==> src/rtl/i2c_irqv_pkg.sv <==
package i2c_irqv_pkg;

    localparam int NUM_EVT = 7;
    localparam int DATA_W  = 16;
    localparam int ADDR_W  = 8;
    localparam int CODE_W  = $clog2(NUM_EVT + 1);

    localparam logic [ADDR_W-1:0] OFS_MASK   = 8'h04;
    localparam logic [ADDR_W-1:0] OFS_STATUS = 8'h08;
    localparam logic [ADDR_W-1:0] OFS_VECTOR = 8'h28;

    localparam int BUSY_BIT = 12;
    localparam int RSF_BIT  = 11;

    typedef enum logic [CODE_W-1:0] {
        VEC_NONE     = 3'd0,
        VEC_ARB_LOST = 3'd1,
        VEC_NACK     = 3'd2,
        VEC_ACC_RDY  = 3'd3,
        VEC_RX_RDY   = 3'd4,
        VEC_TX_RDY   = 3'd5,
        VEC_STOP     = 3'd6,
        VEC_AS_SLAVE = 3'd7
    } vec_code_e;

    typedef struct packed {
        logic              wr;
        logic              rd;
        logic [ADDR_W-1:0] addr;
        logic [DATA_W-1:0] wdata;
    } reg_req_t;

    // Lowest set bit wins; code is bit index plus one, zero when none.
    function automatic logic [CODE_W-1:0] pick_code(input logic [NUM_EVT-1:0] pend);
        logic [CODE_W-1:0] r;
        r = '0;
        for (int i = NUM_EVT - 1; i >= 0; i--) begin
            if (pend[i]) r = CODE_W'(i + 1);
        end
        return r;
    endfunction

endpackage

==> src/rtl/i2c_irqv_flags.sv <==
module i2c_irqv_flags
    import i2c_irqv_pkg::*;
#(
    parameter int N = NUM_EVT
) (
    input  logic         clk,
    input  logic         rst,
    input  logic [N-1:0] set_i,
    input  logic [N-1:0] clr_i,
    output logic [N-1:0] flag_o
);

    for (genvar i = 0; i < N; i++) begin : g_bit
        always_ff @(posedge clk) begin
            if (rst)           flag_o[i] <= 1'b0;
            else if (set_i[i]) flag_o[i] <= 1'b1;
            else if (clr_i[i]) flag_o[i] <= 1'b0;
        end

        AST_EVENT_SETS: assert property (@(posedge clk) disable iff (rst)
            set_i[i] |=> flag_o[i]);
        AST_CLEAR_DROPS: assert property (@(posedge clk) disable iff (rst)
            (clr_i[i] && !set_i[i]) |=> !flag_o[i]);
        AST_FLAG_HOLDS: assert property (@(posedge clk) disable iff (rst)
            (!clr_i[i] && !set_i[i]) |=> flag_o[i] == $past(flag_o[i]));
    end

endmodule

==> src/rtl/i2c_irqv_prio.sv <==
module i2c_irqv_prio
    import i2c_irqv_pkg::*;
#(
    parameter int N  = NUM_EVT,
    parameter int CW = CODE_W
) (
    input  logic          clk,
    input  logic          rst,
    input  logic [N-1:0]  flags_i,
    input  logic [N-1:0]  mask_i,
    output logic [CW-1:0] code_o,
    output logic          any_o
);

    logic [N-1:0] pend;

    always_comb begin
        pend   = flags_i & mask_i;
        any_o  = |pend;
        code_o = pick_code(pend);
    end

    AST_CODE_IS_PENDING: assert property (@(posedge clk) disable iff (rst)
        (code_o != '0) |-> pend[code_o - 1'b1]);
    AST_CODE_LOWEST: assert property (@(posedge clk) disable iff (rst)
        (code_o != '0) |-> (pend & ~({N{1'b1}} << (code_o - 1'b1))) == '0);
    AST_MASKED_SILENT: assert property (@(posedge clk) disable iff (rst)
        ((flags_i & mask_i) == '0) |-> code_o == '0);

endmodule

==> src/rtl/i2c_irqv_regs.sv <==
module i2c_irqv_regs
    import i2c_irqv_pkg::*;
#(
    parameter int N  = NUM_EVT,
    parameter int DW = DATA_W,
    parameter int CW = CODE_W
) (
    input  logic          clk,
    input  logic          rst,
    input  reg_req_t      req_i,
    input  logic [N-1:0]  flags_i,
    input  logic [CW-1:0] code_i,
    input  logic          busy_i,
    input  logic          rsf_i,
    output logic [N-1:0]  mask_o,
    output logic [N-1:0]  clr_o,
    output logic [DW-1:0] rdata_o
);

    logic          hit_mask, hit_status, hit_vector;
    logic [N-1:0]  vec_clr;
    logic [N-1:0]  w1c_clr;
    logic [DW-1:0] status_word;
    logic [DW-1:0] rd_next;

    assign hit_mask   = req_i.addr == OFS_MASK;
    assign hit_status = req_i.addr == OFS_STATUS;
    assign hit_vector = req_i.addr == OFS_VECTOR;

    for (genvar i = 0; i < N; i++) begin : g_vclr
        assign vec_clr[i] = req_i.rd && hit_vector && (code_i == CW'(i + 1));
    end

    assign w1c_clr = (req_i.wr && hit_status) ? req_i.wdata[N-1:0] : '0;
    assign clr_o   = vec_clr | w1c_clr;

    always_comb begin
        status_word            = '0;
        status_word[N-1:0]     = flags_i;
        status_word[BUSY_BIT]  = busy_i;
        status_word[RSF_BIT]   = rsf_i;
    end

    always_comb begin
        rd_next = '0;
        if (req_i.rd) begin
            if (hit_mask)        rd_next = DW'(mask_o);
            else if (hit_status) rd_next = status_word;
            else if (hit_vector) rd_next = DW'(code_i);
        end
    end

    always_ff @(posedge clk) begin
        if (rst) begin
            mask_o  <= '0;
            rdata_o <= '0;
        end else begin
            rdata_o <= rd_next;
            if (req_i.wr && hit_mask) mask_o <= req_i.wdata[N-1:0];
        end
    end

    AST_MASK_WRITE: assert property (@(posedge clk) disable iff (rst)
        (req_i.wr && hit_mask) |=> mask_o == $past(req_i.wdata[N-1:0]));
    AST_IDLE_RDATA: assert property (@(posedge clk) disable iff (rst)
        !req_i.rd |=> rdata_o == '0);
    AST_VEC_ONE_CLEAR: assert property (@(posedge clk) disable iff (rst)
        $countones(vec_clr) <= 1);

endmodule

==> src/rtl/i2c_irq_vector_unit.sv <==
module i2c_irq_vector_unit
    import i2c_irqv_pkg::*;
(
    input  logic              clk,
    input  logic              rst,
    input  logic              ev_arb_lost,
    input  logic              ev_nack,
    input  logic              ev_acc_rdy,
    input  logic              ev_rx_rdy,
    input  logic              ev_tx_rdy,
    input  logic              ev_stop,
    input  logic              ev_as_slave,
    input  logic              bus_busy,
    input  logic              rx_shift_full,
    input  logic [ADDR_W-1:0] reg_addr,
    input  logic              reg_wr,
    input  logic              reg_rd,
    input  logic [DATA_W-1:0] reg_wdata,
    output logic [DATA_W-1:0] reg_rdata,
    output logic              irq
);

    logic [NUM_EVT-1:0] ev_vec;
    logic [NUM_EVT-1:0] flags;
    logic [NUM_EVT-1:0] mask;
    logic [NUM_EVT-1:0] clr;
    logic [CODE_W-1:0]  code;
    logic               any_pend;
    reg_req_t           req;

    assign ev_vec = {ev_as_slave, ev_stop, ev_tx_rdy, ev_rx_rdy,
                     ev_acc_rdy, ev_nack, ev_arb_lost};

    assign req = '{wr: reg_wr, rd: reg_rd, addr: reg_addr, wdata: reg_wdata};

    i2c_irqv_flags #(.N(NUM_EVT)) u_flags (
        .clk    (clk),
        .rst    (rst),
        .set_i  (ev_vec),
        .clr_i  (clr),
        .flag_o (flags)
    );

    i2c_irqv_prio #(.N(NUM_EVT), .CW(CODE_W)) u_prio (
        .clk     (clk),
        .rst     (rst),
        .flags_i (flags),
        .mask_i  (mask),
        .code_o  (code),
        .any_o   (any_pend)
    );

    i2c_irqv_regs #(.N(NUM_EVT), .DW(DATA_W), .CW(CODE_W)) u_regs (
        .clk     (clk),
        .rst     (rst),
        .req_i   (req),
        .flags_i (flags),
        .code_i  (code),
        .busy_i  (bus_busy),
        .rsf_i   (rx_shift_full),
        .mask_o  (mask),
        .clr_o   (clr),
        .rdata_o (reg_rdata)
    );

    assign irq = any_pend;

    AST_IRQ_HAS_VECTOR: assert property (@(posedge clk) disable iff (rst)
        irq |-> code != '0);
    AST_VEC_READ_CLEARS: assert property (@(posedge clk) disable iff (rst)
        (reg_rd && reg_addr == OFS_VECTOR && code != '0 && !ev_vec[code - 1'b1])
        |=> !flags[$past(code) - 1'b1]);

endmodule

==> config.mk <==
export PLATFORM = sky130hd
export DESIGN_NAME = i2c_irq_vector_unit
export DESIGN_NICKNAME = d
export VERILOG_FILES = /design/src/rtl/i2c_irqv_pkg.sv /design/src/rtl/i2c_irqv_flags.sv /design/src/rtl/i2c_irqv_prio.sv /design/src/rtl/i2c_irqv_regs.sv /design/src/rtl/i2c_irq_vector_unit.sv
export SDC_FILE = /design/constraint.sdc
export NUM_CORES = 1
export LEC_CHECK = 0
export BUFFER_PORTS_ARGS = -buffer_cell sky130_fd_sc_hd__buf_2
export CORE_MARGIN = 3
export CORE_UTILIZATION = 30
export CTS_CLUSTER_DIAMETER = 60
export DETAILED_ROUTE_END_ITERATION = 16
export REMOVE_ABC_BUFFERS = 1
export SKIP_CTS_REPAIR_TIMING = 1
export SLEW_MARGIN = 20
export SYNTH_ARGS = -nofsm -noshare
export SYNTH_HDL_FRONTEND = slang
export SYNTH_SLANG_ARGS = --single-unit
==> constraint.sdc <==
create_clock -name clk -period 2.62 [get_ports clk]
set_clock_uncertainty 0.2 [all_clocks]
set_input_delay 0.786 -clock clk [delete_from_list [all_inputs] [get_ports clk]]
set_output_delay 0.786 -clock clk [all_outputs]
set_load 0.05 [all_outputs]
======== After elaboration in Yosys (flattened, before gate mapping) ========
Cells that the tools add are included.
storage, ports and cells
  register bits after elaboration ......... 30
  bits of input ports ..................... 37
  output and inout bits ................... 17
  logic and storage cells ................. 70
operators by class
  eq/ne operators ......................... 10
  mux-type cells .......................... 25
  bitwise operators ....................... 3
  reductions and logical operators ........ 21
operator list
  operator            count
  $mux 3              8
  $mux 1              14
  $mux 7              2
  $reduce_bool 2->1   7
  $mux 13             1
  $eq 3x3->1 const B  4
  $logic_and 1x1->1   10
  $eq 8x3->1 const B  1
  $eq 8x4->1 const B  1
  $eq 8x6->1 const B  1
  $and 7x7->7         1
  $or 7x7->7          1
  $reduce_or 7->1     1
  $eq 3x2->1 const B  2
  $reduce_or 4->1     1
  $eq 3x1->1 const B  1
  $reduce_or 3->1     1
  $reduce_or 2->1     1
  $not 1->1           1

======== Longest topological paths before layout ========
  word-level depth ........................ 13
  gate-level depth with buffers ........... 6
  gate-level depth less buffers ........... 5

======== Modules after synthesis ========
Synthesis repeated with hierarchy kept, for this count alone.
second synthesis, totals
  cells, all modules ...................... 142
  area, all modules ....................... 1,331.3 um2
by module, submodules not included
  module          instances  cells an instance  area an instance (um2)  sequential area each (um2)
  i2c_irqv_regs   1          98                 930.9                   320.3
  i2c_irqv_flags  1          28                 297.8                   140.1
  i2c_irqv_prio   1          16                 102.6                   0.0

======== Worst setup path before layout ========
OpenSTA, ideal clock, no wires.
  path type ............................... input to register
  start ................................... input reg_addr[5]
  end ..................................... register u_regs.mask_o[0]
  setup time .............................. 0.132 ns
  data arrival time ....................... 1.911 ns
  required time ........................... 2.288 ns
  path slack .............................. 0.376 ns
  stages .................................. 5
  path buffers ............................ 0
  path through ............................ or4_4 > nor4b_4 > nand2_1 > nand2_1 > a21oi_1
on the way
  longest elaborated chain between the ends .. 2
ends and longest elaborated chain
  element               RTL line                   text
  from (decl)           i2c_irq_vector_unit.sv:15  input logic [ADDR_W-1:0] reg_addr,
  $eq 8x3->1            i2c_irqv_regs.sv:26        assign hit_mask = req_i.addr == OFS_MASK;
  $logic_and 1x1->1     i2c_irqv_regs.sv:59        if (req_i.wr && hit_mask) mask_o <= req_i.wdata[N-1:0];
  to (signal assigned)  i2c_irqv_regs.sv:59
  to (decl)             i2c_irqv_regs.sv:15        output logic [N-1:0] mask_o,
No other way between the ends.
A chain may end at the register's enable or synchronous reset.

======== Worst setup path after layout ========
  start ................................... register u_regs.mask_o[1]
  end ..................................... output irq
on the way
  longest elaborated chain between the ends .. 2
ends and longest elaborated chain
  element          RTL line                   text
  $and 7x7->7      i2c_irqv_prio.sv:18        pend = flags_i & mask_i;
  $reduce_or 7->1  i2c_irqv_prio.sv:19        any_o = |pend;
  to (decl)        i2c_irq_vector_unit.sv:20  output logic irq
No other way between the ends.

==> summary.md <==
* finished clean — status
* 0 ns — sum of negative setup slack
* 8.15 sq um — Post-Synthesis Mean Instance Area
* 4.80 mm — first-pass GRT wire length
* sky130_fd_sc_hd__dfxtp_1 — most used flip-flop cell after synthesis
* 0 — Yosys warnings
* 33 — post-synthesis cell type count
* 0.936 — crit share post-route
* 0 — number of pins exceeding their max-slew limit in the final report
* 0 — number of maximum-capacitance constraint violations
* 481 mW/mm^2 — power density over cell area
* flip-flop to output pin — Crit Path Category
* 5.06 — via count normalized by instance count
* 2 — buffers from clock root to sink, at most
* 0.00352 sq mm — core region area
* 17 — maximum number of pins on one net before global-route repair
* 0 — total global routing overflow
* 13.0 microns — detailed-route wire length per cell
* 141 — Post-Synthesis Cells
* 1,111 — number of global-route vias before repair
* 72 — Detailed Route Iter0 Violations
* 67.9 microns — die width
* no — RSZ-0062 raised after global routing
* 20.5% — Synth-to-Final Area Change
* 0.27 ns — clock latency on the worst-skew pair
* 1.63 ns — worst endpoint required time
* sky130_fd_sc_hd__clkbuf_8 — CTS Root Cell
* output pin — type of element capturing the critical path
* 0.189 ns — worst-case setup slack after placement
* 0.400 — sequential-to-total area share from yosys stat
* 0 — EDFF count, synth
* 3 — number of buffers inserted during clock tree synthesis
* 223 — number of non-filler instances in the completed layout
* 21 — number of cell rows
* built — TritonCTS clock tree
* 2.90 mm — total wire length after detailed routing
* 2.45 ns — Final min period
* 0.393 — utilization after layout
* 215 — number of nets in the finished design
* 0.823 — final weighted congestion in routability-driven placement
* 0.163 mV — maximum ir drop on the vdd rail
* 1.47 ns — worst path arrival time
* 0.266 — fraction of final layout cells with drive strength greater than 1
* 0.400 — post-synth top area share
* 54 — number of top-level pins
* 0.00139 sq mm — Finished Cell Area
* 23 — post-synthesis sequential element count
* 0 — fraction of registers with async set or reset after synthesis
* 23 — CTS Sinks
* 0.571 nW — static power due to leakage
* 0.00461 sq mm — die area
* 1,128 — via count
* 0 — Inserted Diodes
* 37 — number of I/O port buffers
* 0 — antenna violations before repair
* 0.168 ns — Worst Setup Slack, final
* 219 — placed cells
* 408 MHz — f_max
* 400 — Filler Cells Inserted
* 0 — DRC
* 1 — deepest level of the CTS H-tree
* 0 — # setup viols final
* flip-flop to flip-flop — class of the tightest hold or removal check
* 0 — post-detailed-route count of antenna-violating nets
* flip-flop — startpoint class of the critical path
* 0.327 — Initial Util
* 0.138 — overall fraction of global-route tracks in use
* sky130_fd_sc_hd__dfxtp_1, sky130_fd_sc_hd__nand2_1, sky130_fd_sc_hd__a21oi_1 — cells taking the most area after synthesis
* 5 — Max FO, Critical Path
* 0.00134 sq mm — total placed instance area
* 0.00115 sq mm — netlist area before placement
* sky130_fd_sc_hd__dfxtp_1 — most area-hungry cell type in the Yosys netlist
* 0 — Final Hold Violating Endpoints
* 4 — TritonRoute pass-1 iters
* 2.36 mm — half-perimeter wire length after detailed placement
* 67.9 microns — height of the die
* sky130_fd_sc_hd__dfxtp_1, sky130_fd_sc_hd__nand2_1, sky130_fd_sc_hd__a21oi_1 — leading post-synthesis cells by instance count
* 0.08 ns — Clock transition at path regs
[final timing paths]
path / from / end / slack [ns] / cells past startpoint
worst max-delay path: u_regs.mask_o[1]$_SDFFE_PP0P_ / irq / 0.17 / 4
worst min-delay path: u_regs.mask_o[0]$_SDFFE_PP0P_ / u_regs.mask_o[0]$_SDFFE_PP0P_ / 0.31 / 2
worst max register to register: u_regs.mask_o[2]$_SDFFE_PP0P_ / u_flags.flag_o[0]$_SDFFE_PP0P_ / 0.89 / 5
worst min register to register: u_regs.mask_o[0]$_SDFFE_PP0P_ / u_regs.mask_o[0]$_SDFFE_PP0P_ / 0.31 / 2
[critical path, cell delays in order, from the launching register on]
cell	delay, ns
sky130_fd_sc_hd__dfxtp_1	0.35
sky130_fd_sc_hd__a22o_1	0.29
sky130_fd_sc_hd__a21oi_1	0.24
sky130_fd_sc_hd__nand2_1	0.10
sky130_fd_sc_hd__buf_2	0.22
[cells in the final DEF (no fill, tap or decap), types with 2 or more instances in the layout]
master                     instances
sky130_fd_sc_hd__nand2_1          23
sky130_fd_sc_hd__nand4_1           3
sky130_fd_sc_hd__clkbuf_8          3
sky130_fd_sc_hd__inv_1             5
sky130_fd_sc_hd__nor2_1            8
sky130_fd_sc_hd__a22o_1            5
sky130_fd_sc_hd__nand3_1           8
sky130_fd_sc_hd__buf_2            37
sky130_fd_sc_hd__dfxtp_1          23
sky130_fd_sc_hd__nor2b_1           3
sky130_fd_sc_hd__a22oi_1           6
sky130_fd_sc_hd__nor3_1            3
sky130_fd_sc_hd__a211oi_1          2
sky130_fd_sc_hd__o211ai_1          4
sky130_fd_sc_hd__a21oi_1          16
sky130_fd_sc_hd__nor4_1            2
sky130_fd_sc_hd__and3_1            3
sky130_fd_sc_hd__conb_1            7
sky130_fd_sc_hd__a31oi_1           2
[registers in the layout, summed over array words and instances, names as in the netlist]
register	count
u_regs.mask_o	7
u_regs.rdata_o	9
u_flags.flag_o	7
[power by group]
part | total [mW] | internal, mW | switching (mW)
clock network | 0.225 | 0.107 | 0.118
registers | 0.365 | 0.357 | 0.00792
logic | 0.0759 | 0.0258 | 0.0500
[through the flow]
stage	power, mW	hold slack, ns
finish	0.666	0.308
CTS	0.668	0.309
detailed placement	0.449	0.295
floorplan	0.412	0.243
global placement	0.447	0.273
global route	0.692	0.346
[layout make-up]
type,count,area [sq um],share of cell area
multi-input cells,107,609,0.440
repair buffers,38,193,0.139
clock buffers,3,41.3,0.0298
inverters,5,18.8,0.0136
well taps,46,57.6,0.0416
flip-flops and latches,23,460,0.332
clock inverters,1,5.00,0.00361
[metal layers]
layer	vias up	GRT usage	routed length, microns
li1	569	-	-
met1	517	0.159	1160
met2	37	0.252	1500
met3	5	0.0246	222
met4	0	0.0546	23
met5	-	0	0
[kinds of logic (layout without fill, tap and decap cells)]
kind of cell	after synthesis	count (layout)	share of synthesized area
AND/OR/NAND/NOR	60	60	0.272
AO/OA/AOI/OAI	40	40	0.235
flip-flops	23	23	0.400
buffers and inverters	17	47	0.0892
other	1	7	0.00326
(Power assumes the default switching activity.)
